### config.mk
export PLATFORM = sky130hd
export DESIGN_NAME = xks_seq
export DESIGN_NICKNAME = d
export VERILOG_FILES = /design/src/rtl/xks_pkg.sv /design/src/rtl/xks_byte_pick.sv /design/src/rtl/xks_tick_ctr.sv /design/src/rtl/xks_seq.sv
export SDC_FILE = /design/constraint.sdc
export NUM_CORES = 1
export LEC_CHECK = 0
export BUFFER_PORTS_ARGS = -buffer_cell sky130_fd_sc_hd__buf_2
export CAP_MARGIN = 10
export CORE_UTILIZATION = 35
export DETAILED_ROUTE_END_ITERATION = 8
export GPL_ROUTABILITY_DRIVEN = 0
export SLEW_MARGIN = 20
export SYNTH_ARGS = -nofsm -noshare
export SYNTH_HDL_FRONTEND = slang
export SYNTH_SLANG_ARGS = --single-unit
### constraint.sdc
create_clock -name clk -period 2.61 [get_ports clk]
set_input_delay 0.522 -clock clk [delete_from_list [all_inputs] [get_ports clk]]
set_output_delay 0.522 -clock clk [all_outputs]
set_load 0.1 [all_outputs]
### src/rtl/xks_pkg.sv
package xks_pkg;

    typedef enum logic [2:0] {
        S_IDLE,
        S_READ,
        S_XOR,
        S_WBACK,
        S_CHECK,
        S_PAYLD
    } xks_state_e;

endpackage

### src/rtl/xks_byte_pick.sv
module xks_byte_pick #(
    parameter int                  COUNT = 10,
    parameter int                  SW    = 4,
    parameter logic [8*COUNT-1:0]  VEC   = '0
) (
    input  logic [SW-1:0] sel,
    output logic [7:0]    byte_o
);

    logic [7:0] lanes [COUNT];

    for (genvar g = 0; g < COUNT; g++) begin : g_lane
        assign lanes[g] = VEC[8*g +: 8];
    end

    always_comb begin
        byte_o = '0;
        for (int i = 0; i < COUNT; i++) begin
            if (sel == SW'(i)) byte_o = lanes[i];
        end
    end

endmodule

### src/rtl/xks_tick_ctr.sv
module xks_tick_ctr #(
    parameter int W = 8
) (
    input  logic         clk,
    input  logic         rst_n,
    input  logic         clr,
    input  logic         en,
    output logic [W-1:0] count
);

    always_ff @(posedge clk) begin
        if (!rst_n)   count <= '0;
        else if (clr) count <= '0;
        else if (en)  count <= count + 1'b1;
    end

endmodule

### src/rtl/xks_seq.sv
module xks_seq
    import xks_pkg::*;
#(
    parameter int                   N_BYTES   = 10,
    parameter int                   MEM_BYTES = 4096,
    parameter int                   PAY_LEN   = 4,
    parameter int                   RES_W     = 8,
    parameter logic [8*N_BYTES-1:0] KEY       = 80'h9C5E21B704F368AD12E5,
    parameter logic [8*PAY_LEN-1:0] PAYLOAD   = 32'h7A19C45B
) (
    input  logic                          clk,
    input  logic                          rst_n,
    input  logic                          cmd_valid,
    input  logic                          cmd_verify,
    input  logic [$clog2(MEM_BYTES)-1:0]  cmd_ptr,
    output logic                          busy,
    output logic                          done,
    output logic [RES_W-1:0]              result,
    output logic                          pay_err,
    output logic                          mem_we,
    output logic [$clog2(MEM_BYTES)-1:0]  mem_addr,
    output logic [7:0]                    mem_wdata,
    input  logic [7:0]                    mem_rdata,
    output logic                          alu_req,
    output logic [7:0]                    alu_a,
    output logic [7:0]                    alu_b,
    input  logic                          alu_ack,
    input  logic [7:0]                    alu_y
);

    localparam int AW = $clog2(MEM_BYTES);
    localparam int IW = $clog2(N_BYTES);
    localparam int PW = (PAY_LEN > 1) ? $clog2(PAY_LEN) : 1;
    localparam int BW = AW + 2;

    xks_state_e        state_q, state_d;
    logic              op_q;
    logic [AW-1:0]     base_q;
    logic [IW-1:0]     idx_q;
    logic [PW-1:0]     pidx_q;
    logic [7:0]        data_q, y_q, acc_q;
    logic [RES_W-1:0]  result_q;
    logic              done_q, err_q;
    logic [RES_W-1:0]  ticks;
    logic [7:0]        key_byte, pay_byte;
    logic              last_byte, last_pay, fits, accept;

    assign last_byte = (idx_q == IW'(N_BYTES - 1));
    assign last_pay  = (pidx_q == PW'(PAY_LEN - 1));
    assign fits      = ({2'b00, base_q} + BW'(N_BYTES) + BW'(PAY_LEN)) <= BW'(MEM_BYTES);
    assign accept    = (state_q == S_IDLE) && cmd_valid;

    xks_byte_pick #(.COUNT(N_BYTES), .SW(IW), .VEC(KEY)) u_key (
        .sel    (idx_q),
        .byte_o (key_byte)
    );

    xks_byte_pick #(.COUNT(PAY_LEN), .SW(PW), .VEC(PAYLOAD)) u_pay (
        .sel    (pidx_q),
        .byte_o (pay_byte)
    );

    xks_tick_ctr #(.W(RES_W)) u_ticks (
        .clk   (clk),
        .rst_n (rst_n),
        .clr   (accept),
        .en    (state_q != S_IDLE),
        .count (ticks)
    );

    // state register
    always_ff @(posedge clk) begin
        if (!rst_n) state_q <= S_IDLE;
        else        state_q <= state_d;
    end

    // next state and outputs
    always_comb begin
        state_d   = state_q;
        mem_we    = 1'b0;
        mem_addr  = base_q + AW'(idx_q);
        mem_wdata = y_q;
        alu_req   = 1'b0;
        alu_a     = data_q;
        alu_b     = key_byte;
        unique case (state_q)
            S_IDLE:  if (cmd_valid) state_d = S_READ;
            S_READ:  state_d = S_XOR;
            S_XOR: begin
                alu_req = 1'b1;
                if (alu_ack) begin
                    if (!op_q)          state_d = S_WBACK;
                    else if (last_byte) state_d = S_CHECK;
                    else                state_d = S_READ;
                end
            end
            S_WBACK: begin
                mem_we  = 1'b1;
                state_d = last_byte ? S_IDLE : S_READ;
            end
            S_CHECK: state_d = (acc_q == 8'h00 && fits) ? S_PAYLD : S_IDLE;
            S_PAYLD: begin
                mem_we    = 1'b1;
                mem_addr  = base_q + AW'(N_BYTES) + AW'(pidx_q);
                mem_wdata = pay_byte;
                if (last_pay) state_d = S_IDLE;
            end
            default: state_d = S_IDLE;
        endcase
    end

    // private working registers
    always_ff @(posedge clk) begin
        if (!rst_n) begin
            op_q     <= 1'b0;
            base_q   <= '0;
            idx_q    <= '0;
            pidx_q   <= '0;
            data_q   <= '0;
            y_q      <= '0;
            acc_q    <= '0;
            result_q <= '0;
            done_q   <= 1'b0;
            err_q    <= 1'b0;
        end else begin
            done_q <= 1'b0;
            if (accept) begin
                op_q   <= cmd_verify;
                base_q <= cmd_ptr;
                idx_q  <= '0;
                pidx_q <= '0;
                acc_q  <= '0;
                err_q  <= 1'b0;
            end
            if (state_q == S_READ) data_q <= mem_rdata;
            if (state_q == S_XOR && alu_ack) begin
                y_q <= alu_y;
                if (op_q) begin
                    acc_q <= acc_q | alu_y;
                    if (!last_byte) idx_q <= idx_q + 1'b1;
                end
            end
            if (state_q == S_WBACK) begin
                if (last_byte) begin
                    done_q   <= 1'b1;
                    result_q <= ticks + 1'b1;
                end else begin
                    idx_q <= idx_q + 1'b1;
                end
            end
            if (state_q == S_CHECK) begin
                if (acc_q != 8'h00) begin
                    done_q   <= 1'b1;
                    result_q <= RES_W'(acc_q);
                end else if (!fits) begin
                    done_q   <= 1'b1;
                    result_q <= '0;
                    err_q    <= 1'b1;
                end
            end
            if (state_q == S_PAYLD) begin
                pidx_q <= pidx_q + 1'b1;
                if (last_pay) begin
                    done_q   <= 1'b1;
                    result_q <= '0;
                end
            end
        end
    end

    assign busy    = (state_q != S_IDLE);
    assign done    = done_q;
    assign result  = result_q;
    assign pay_err = err_q;

endmodule

==> results of run 1 <==
[where the power goes]
group          internal (mW)  switching, mW  leakage [nW]
clock                  0.418          0.375        0.0992
sequential              1.02         0.0421         0.521
combinational          0.319          0.677          1.60
[cells by family after synthesis]
logic type,after synthesis,synth area share (%)
multiplexers,7,1.92
flip-flops,64,33.9
XOR/XNOR,23,5.33
AO/OA/AOI/OAI,116,20.4
buffers and inverters,40,5.00
AND/OR/NAND/NOR,197,24.7
adder cells (fa/ha/maj),25,8.68
[routing by layer]
layer  share of wire (%)  up-vias  track usage, %
li1                    -     1793               -
met1                  47     1664            25.3
met2                  48       80            31.2
met3                 3.3       11            3.15
met4                 1.7        0            7.24
met5                   0        -               0
[layout make-up]
class / count / area share [%]
sequential: 64 / 23.9
timing repair buffer: 110 / 18.5
multi-input combinational: 368 / 49.9
clock inverter: 3 / 0.278
clock buffer: 13 / 3.13
inverter: 16 / 1.11
tap: 136 / 3.15
[worst max-delay path, stage by stage, from the launching register on]
cell,delay [ps]
dfxtp_2,340
inv_2,50
ha_4,250
inv_2,40
ha_4,150
fa_2,350
a21oi_2,160
nand2_2,80
o21ai_4,140
a211oi_4,100
xor2_4,190
buf_12,190
[state kept, by name, summed over array words and instances, names as in the netlist]
register       cells
pay_err            1
op_q               1
alu_a              8
idx_q              4
done               1
state_q            3
acc_q              8
result             8
y_q                8
u_ticks.count      8
base_q            12
pidx_q             2
[synth_stat cells (2+ instances only)]
master / n
or4_4: 2
and2_1: 6
or2_2: 2
nand3_1: 19
xor2_1: 12
o21ai_1: 7
a21oi_1: 29
buf_4: 3
nand2_2: 2
a21boi_0: 13
o31ai_1: 7
o21ai_0: 14
a21o_1: 2
fa_1: 2
o211ai_2: 4
o211ai_1: 3
inv_1: 15
and3_1: 4
nand4_1: 2
nand3b_1: 3
xnor2_1: 11
nand2b_1: 2
clkbuf_1: 8
buf_6: 2
buf_2: 10
nor2b_1: 5
o21a_1: 4
and3b_1: 2
a211oi_1: 5
nor2_4: 2
nor2_1: 37
nor3_1: 4
a31oi_1: 2
dfxtp_1: 64
mux2i_1: 5
nand2_1: 96
ha_1: 23
a21boi_1: 20
[stage by stage]
stage	area [sq um]	TNS, ps	setup slack [ps]	instances	utilization [%]
finish	5400	-2020	-278	710	51.8
global route	5400	-2990	-382	710	51.8
CTS	5390	-2080	-305	710	51.7
detailed placement	5140	-58.8	-26.3	692	49.4
global placement	5140	0	18.7	692	49.4
floorplan	4120	-2130	-584	472	-
[repair_timing]
action,CTS,global route
pin swaps,14,0
setup buffers,2,0
setup endpoints to repair,11,12
hold endpoints to repair,0,0
gates resized for setup,10,3
[worst max path at each step]
stage	start	end	cells past startpoint
after floorplan	idx_q[1]$_SDFF_PN0_	alu_b[0]	5
after global placement	base_q[1]$_SDFFE_PN0P_	mem_addr[9]	11
after detailed placement	base_q[1]$_SDFFE_PN0P_	mem_addr[7]	11
after CTS	base_q[1]$_SDFFE_PN0P_	mem_addr[7]	11
after global routing	pidx_q[1]$_SDFFE_PN0P_	mem_addr[7]	11
final	base_q[1]$_SDFFE_PN0P_	mem_addr[7]	11
==> reports/qor.txt, run 1 <==
Status -> finished, violations left
Failing checks -> negative setup slack
CTS Root Cell -> clkbuf_8
Critical path class -> flip-flop to primary output
Max Cap Violations -> 0
Final setup violation count -> 9
Full die area -> 11200 sq um
Hold path cells -> 3
Syn nets -> 530
Ant. Diodes -> 0
Critical Path RT -> 2090 ps
CORE AREA -> 10400 sq um
Reg-to-reg slack, setup -> 580 ps
Hold Path End -> base_q[10]$_SDFFE_PN0P_
Fin Clk Skew -> 9.45 ps
DR WL/cell -> 14.1 microns
Hold_ws -> 408 ps
Final Critical Period -> 2890 ps
I/O Buffers -> 81
Detailed-route via count -> 3548
Synth area leaders -> dfxtp_1, nand2_1, ha_1
DRC Markers -> 0
Largest net degree at the start of global routing -> 32
Pwr Total -> 2.85 mW
VDD IR-drop max -> 0.314 mV
Register area share after synthesis -> 33.9%
CP Max Fanout -> 4
Vias in the first global route -> 3476
Layout cell share with drive strength beyond 1 -> 34.3%
Clk sink count -> 64
Site Rows -> 37
Leading area contributor after synthesis -> dfxtp_1
Area occupied by multi-input gates -> 2700 sq um
Pins Over Slew Limit -> 0
Syn_area_per_cell -> 8.00 sq um
Asr flop ratio synth -> 0%
Hold Fails Final Rpt -> 0
Number of enable flip-flop cells after synthesis -> 0
Most frequent cells in the layout -> nand2_1, dfxtp_1, buf_2
Hold-fix buffers, CTS -> 0
Slew @ Worst Pin -> 730 ps
Synthesis-to-finish area growth -> 42.9%
Die Width -> 106 microns
Yosys reg bits -> 64
Max-slew headroom -> 51.1%
ANT nets after route -> 0
Clk_lat worst skew -> 340 ps
Total GRT Usage -> 19.1%
Die Y-Extent -> 106 microns
Worst-path clk slew -> 70 ps
First-pass iteration count of the detailed router -> 4
Clk buf depth -> 2
R2R Path End -> result[6]$_SDFF_PN0_
Synth Cell Area -> 3780 sq um
YS warnings -> 0
Antenna violations before repair -> 0
Netlist cell types -> 57
Worst Path Arrival -> 2370 ps
FMAX -> 0.346 GHz
Iteration-0 DRC Markers -> 103
Cells after synthesis -> 472
Hold WC Path Type -> input port to flip-flop
Crit path launch type -> flip-flop
Post-synth top area share -> 33.9%
Fillers -> 995
Register area -> 1290 sq um
RSZ-0062 raised after global routing -> true
Fin crit share -> 111%
Final worst setup slack -> -278 ps
H-tree levels -> 3
Total congestion overflow -> 0
Hold wc startpoint -> cmd_ptr[10]
Starting density of the core -> 36.3%
Leakage -> 2.22 nW
First-pass GRT wire length -> 16900 microns
Via density -> 5.00
Most common cell after layout, fill and taps aside -> nand2_1
Nets -> 627
Num CTS Buffers -> 9
R2r worst-path depth -> 7
Num ports -> 82
Setup crit end kind -> primary output
Ys flop type -> dfxtp_1
Total Wirelength -> 10000 microns
Pwr per Cell Area -> 529 nW/um^2
CTS tree -> built
HPWL Detailed -> 7720 microns
Reg2reg start -> base_q[2]$_SDFFE_PN0P_
Note: power is estimated with default switching activity, not from simulation.
==> run 2, diff against run 1 <==
--- a/config.mk
+++ b/config.mk
@@ -7,6 +7,7 @@
 export LEC_CHECK = 0
 export BUFFER_PORTS_ARGS = -buffer_cell sky130_fd_sc_hd__buf_2
 export CAP_MARGIN = 10
+export CORE_MARGIN = 4
 export CORE_UTILIZATION = 35
 export DETAILED_ROUTE_END_ITERATION = 8
 export GPL_ROUTABILITY_DRIVEN = 0
==> run 2 against run 1 <==
Net effect:
- the run still ends with negative setup slack left
- sequential share of layout area shrank 0.43 points
- clock skew decreased by 2.6 ps
- register-to-register slack improved by 80 ps
- sequential cell count unchanged
- fmax about the same
- core utilization is 1.1 points higher
- final cell count up 0.70%
- global-route usage is 2.5 points lower
==> reports/qor.txt, run 2 (synthesis results as in run 1) <==
Most frequent cells in the layout -> nand2_1, dfxtp_1, buf_2
Largest reg by FF count -> base_q
Hold WC Path Type -> input port to flip-flop
Worst Path Arrival -> 2360 ps
Most common cell after layout, fill and taps aside -> nand2_1
Largest net degree at the start of global routing -> 32
Critical Path RT -> 2090 ps
Leakage -> 2.26 nW
Site Rows -> 37
Num CTS Buffers -> 9
ANT nets after route -> 0
Total Wirelength -> 10400 microns
Via density -> 4.98
Slew @ Worst Pin -> 727 ps
DR WL/cell -> 14.5 microns
Setup crit end kind -> primary output
Synthesis-to-finish area growth -> 45.9%
Max-slew headroom -> 51.3%
CTS tree -> built
Num ports -> 82
First-pass iteration count of the detailed router -> 4
Die Y-Extent -> 112 microns
Failing checks -> negative setup slack
Fin crit share -> 111%
FMAX -> 0.347 GHz
Full die area -> 12500 sq um
Stages on worst setup path -> 11
HPWL Detailed -> 7970 microns
Pwr per Cell Area -> 536 nW/um^2
R2r worst-path depth -> 6
VDD IR-drop max -> 0.308 mV
Hold wc startpoint -> cmd_ptr[9]
Total GRT Usage -> 16.7%
Pwr Total -> 2.95 mW
Reg2reg start -> base_q[3]$_SDFFE_PN0P_
CTS Root Cell -> clkbuf_8
Worst Setup SP -> base_q[1]$_SDFFE_PN0P_
Max stage delay on crit path -> 350 ps
Fin Clk Skew -> 6.81 ps
Layout cell share with drive strength beyond 1 -> 35.9%
Clk_lat worst skew -> 340 ps
Worst Setup EP -> mem_addr[7]
Detailed-route via count -> 3558
Status -> finished, violations left
Ant. Diodes -> 0
CORE AREA -> 10400 sq um
H-tree levels -> 3
Buffers & Inverters on Critical Path -> 3
Slowest-stage cell, CP -> fa_2
Worst-path clk slew -> 70 ps
Final Critical Period -> 2890 ps
Nets -> 633
Total congestion overflow -> 0
Iteration-0 DRC Markers -> 128
DRC Markers -> 0
Hold Fails Final Rpt -> 0
Final setup violation count -> 9
Die Width -> 112 microns
I/O Buffers -> 81
CP top delay family -> adder cells
Clk buf depth -> 2
R2R Path End -> result[7]$_SDFF_PN0_
First-pass GRT wire length -> 17300 microns
Clk sink count -> 64
CP Max Fanout -> 4
Pins Over Slew Limit -> 0
Crit path cell chain -> inv_2 > ha_4 > inv_2 > ha_4 > fa_2 > a21oi_2 > nand2_2 > o21ai_4 > a211oi_4 > xor2_4 > buf_12
Reg-to-reg slack, setup -> 660 ps
RSZ-0062 raised after global routing -> true
Crit path launch type -> flip-flop
Starting density of the core -> 36.3%
Hold_ws -> 418 ps
Max Cap Violations -> 0
Max reg flops -> 12
Final worst setup slack -> -275 ps
Critical path class -> flip-flop to primary output
Vias in the first global route -> 3627
Fillers -> 983
Antenna violations before repair -> 0
==> run 2: layout make-up <==
cell class              instances  area (sq um)  share of cell area (%)
multi-input cells             368          2730                    49.4
flip-flops and latches         64          1290                    23.5
repair buffers                116          1060                    19.2
well taps                     136           170                    3.09
clock buffers                  12           165                    3.00
inverters                      16          60.1                    1.09
clock inverters                 3          40.0                   0.726
==> run 2: worst min-delay path by stage <==
stage          cells past startpoint  slack, ps                     end
2_1_floorplan                      2        440     y_q[0]$_SDFFE_PN0P_
3_3_place_gp                       2        440     y_q[5]$_SDFFE_PN0P_
3_5_place_dp                       2        450     y_q[5]$_SDFFE_PN0P_
4_1_cts                            3        400  base_q[8]$_SDFFE_PN0P_
5_1_grt                            3        420  base_q[6]$_SDFFE_PN0P_
6_report                           3        420  base_q[9]$_SDFFE_PN0P_
==> run 2: worst register-to-register path: cells and delay by family, from the launching register on <==
kind,cells,cell delay [ps]
DFF,1,500
adders and majority gates,1,300
and+or+nand+nor,1,70
AOI/OAI and AO/OA,4,990
==> run 2: metal layers <==
metal	vias to the layer above	global-route usage, %	wire length, microns
li1	1811	-	-
met3	14	3.37	392
met2	68	28.9	5130
met5	-	0	0
met4	0	5.92	181
met1	1665	20.4	4660
==> run 2: repair_timing <==
item                       CTS  global route
gates resized for setup     10            15
hold buffers                 0             0
pin swaps                   13             6
buffers inserted             3             6
gates cloned                 0             0
setup endpoints to repair   11            13
==> run 2: where the power goes <==
| group | leakage [nW] | switching [mW] | internal [mW] | total (mW) |
|---|---|---|---|---|
| registers | 0.522 | 0.0422 | 1.02 | 1.07 |
| logic | 1.63 | 0.685 | 0.329 | 1.01 |
| clock network | 0.108 | 0.363 | 0.511 | 0.874 |
| total | 2.26 | 1.09 | 1.86 | 2.95 |
==> run 2: metrics by stage <==
stage               setup TNS (ps)  setup WS, ps  instance area [sq um]  util [%]  instances
floorplan                    -2130          -584                   4120         -        472
global route                 -2940          -379                   5510      52.9        715
global placement                 0          18.8                   5140      49.4        692
CTS                          -1840          -290                   5410      52.0        710
detailed placement           -47.7         -18.3                   5140      49.4        692
finish                       -1940          -275                   5510      52.9        715
==> run 3, diff against run 2 <==
--- a/config.mk
+++ b/config.mk
@@ -11,6 +11,7 @@
 export CORE_UTILIZATION = 35
 export DETAILED_ROUTE_END_ITERATION = 8
 export GPL_ROUTABILITY_DRIVEN = 0
+export SKIP_LAST_GASP = 1
 export SLEW_MARGIN = 20
 export SYNTH_ARGS = -nofsm -noshare
 export SYNTH_HDL_FRONTEND = slang
==> run 3 against run 2 <==
Net effect:
- the flow still finishes with violations (negative setup slack)
- die area is the same
- fmax hardly changed
- register-to-register slack is essentially flat
- global-route usage unchanged
- combinational power hardly changed
- critical endpoint unchanged
- largest power group unchanged
==> reports/qor.txt, run 3 (synthesis results as in run 1) <==
Worst setup slack after placement -> -18.3 ps
Fin crit share -> 111%
DRC Markers -> 0
Hold_ws -> 419 ps
First-pass GRT wire length -> 17300 microns
Via density -> 4.98
Die Y-Extent -> 112 microns
Worst Setup EP -> mem_addr[7]
Setup crit end kind -> primary output
Critical Path RT -> 2090 ps
Full die area -> 12500 sq um
Max stage delay on crit path -> 350 ps
Clk buf depth -> 2
FMAX -> 0.347 GHz
Fillers -> 983
Stages on worst setup path -> 11
Clk_lat worst skew -> 340 ps
H-tree levels -> 3
I/O Buffers -> 81
RSZ-0062 raised after global routing -> true
Most common cell after layout, fill and taps aside -> nand2_1
Met1 Use GR -> 20.4%
Die Width -> 112 microns
Critical path class -> flip-flop to primary output
Iteration-0 DRC Markers -> 128
CORE AREA -> 10400 sq um
Hold-fix buffers, CTS -> 0
R2R Path End -> result[7]$_SDFF_PN0_
Synthesis-to-finish area growth -> 45.9%
Crit path launch type -> flip-flop
Reg2reg start -> base_q[3]$_SDFFE_PN0P_
Num ports -> 82
Detailed-route via count -> 3562
Largest net degree at the start of global routing -> 32
Site Rows -> 37
R2r worst-path depth -> 6
Antenna violations before repair -> 0
Pins Over Slew Limit -> 0
Pwr Total -> 2.95 mW
CP top delay family -> adder cells
Worst-path clk slew -> 70 ps
Final setup violation count -> 9
First-pass iteration count of the detailed router -> 4
Crit path cell chain -> inv_2 > ha_4 > inv_2 > ha_4 > fa_2 > a21oi_2 > nand2_2 > o21ai_4 > a211oi_4 > xor2_4 > buf_12
Met3 GRT Util -> 3.37%
Total congestion overflow -> 0
ANT nets after route -> 0
Hold Fails Final Rpt -> 0
Pwr per Cell Area -> 535 nW/um^2
Worst Path Arrival -> 2360 ps
Most frequent cells in the layout -> nand2_1, dfxtp_1, buf_2
Status -> finished, violations left
VDD IR-drop max -> 0.308 mV
Fin Clk Skew -> 7.07 ps
Clk sink count -> 64
Num CTS Buffers -> 9
Total Wirelength -> 10400 microns
Met2 usage -> 28.9%
Ant. Diodes -> 0
Final core utilization -> 52.9%
Layout cell share with drive strength beyond 1 -> 35.9%
Leakage -> 2.26 nW
CTS Root Cell -> clkbuf_8
CP Max Fanout -> 4
Max reg flops -> 12
Vias in the first global route -> 3627
Worst Setup SP -> base_q[1]$_SDFFE_PN0P_
Hold WC Path Type -> input port to flip-flop
CTS tree -> built
Max-slew headroom -> 51.3%
Buffers & Inverters on Critical Path -> 3
Nets -> 633
Gr busiest metal -> met2
Max Cap Violations -> 0
Starting density of the core -> 36.3%
Failing checks -> negative setup slack
HPWL Detailed -> 7970 microns
Final worst setup slack -> -275 ps
Reg-to-reg slack, setup -> 660 ps
Largest reg by FF count -> base_q
Total GRT Usage -> 16.7%
Slew @ Worst Pin -> 727 ps
DR WL/cell -> 14.5 microns
Final Critical Period -> 2890 ps
Slowest-stage cell, CP -> fa_2
## run 3: cell counts in the layout (fill, tap and decap cells not counted)
Identical to the previous run, type by type.
## run 3: timing repair
item / CTS / global route
endpoints found under the hold margin: 0 / 0
setup buffers: 3 / 6
resized for setup: 10 / 14
setup endpoints to repair: 11 / 13
cloned: 0 / 0
pin swaps: 13 / 6
## run 3: worst min-delay path by stage
stage | from | to | slack, ps | depth (start not counted)
floorplan | y_q[0]$_SDFFE_PN0P_ | y_q[0]$_SDFFE_PN0P_ | 440 | 2
global placement | y_q[5]$_SDFFE_PN0P_ | y_q[5]$_SDFFE_PN0P_ | 440 | 2
detailed placement | y_q[5]$_SDFFE_PN0P_ | y_q[5]$_SDFFE_PN0P_ | 450 | 2
CTS | cmd_ptr[8] | base_q[8]$_SDFFE_PN0P_ | 400 | 3
global route | cmd_ptr[6] | base_q[6]$_SDFFE_PN0P_ | 420 | 3
finish | cmd_ptr[9] | base_q[9]$_SDFFE_PN0P_ | 420 | 3
## run 3: final cells by class
cell class	instances	area (sq um)	share of cell area, %
inverters	16	60.1	1.09
flip-flops and latches	64	1290	23.5
repair buffers	116	1060	19.2
clock buffers	12	165	3.00
well taps	136	170	3.09
clock inverters	3	40.0	0.726
multi-input cells	368	2730	49.4
## run 3: tightest hold or removal path: stages
cell and delay (ps):
buf_2 90, nand2_1 40, a21boi_1 50
## run 3: per-layer routing
metal / share of wire [%] / vias to the layer above
li1: - / 1811
met1: 45 / 1667
met2: 49 / 70
met3: 3.8 / 14
met4: 1.7 / 0
met5: 0 / -
## run 3: metrics by stage
stage | setup TNS, ps | cells | cell area [sq um]
floorplan | -2130 | 472 | 4120
global placement | 0 | 692 | 5140
detailed placement | -47.7 | 692 | 5140
CTS | -1840 | 710 | 5410
global route | -2970 | 715 | 5510
finish | -1940 | 715 | 5510
## run 3: power breakdown
group          total (mW)  leakage [nW]  switching (mW)  internal, mW
logic                1.01          1.63           0.684         0.329
registers            1.07         0.522          0.0422          1.02
clock network       0.873         0.108           0.362         0.511
total                2.95          2.26            1.09          1.86
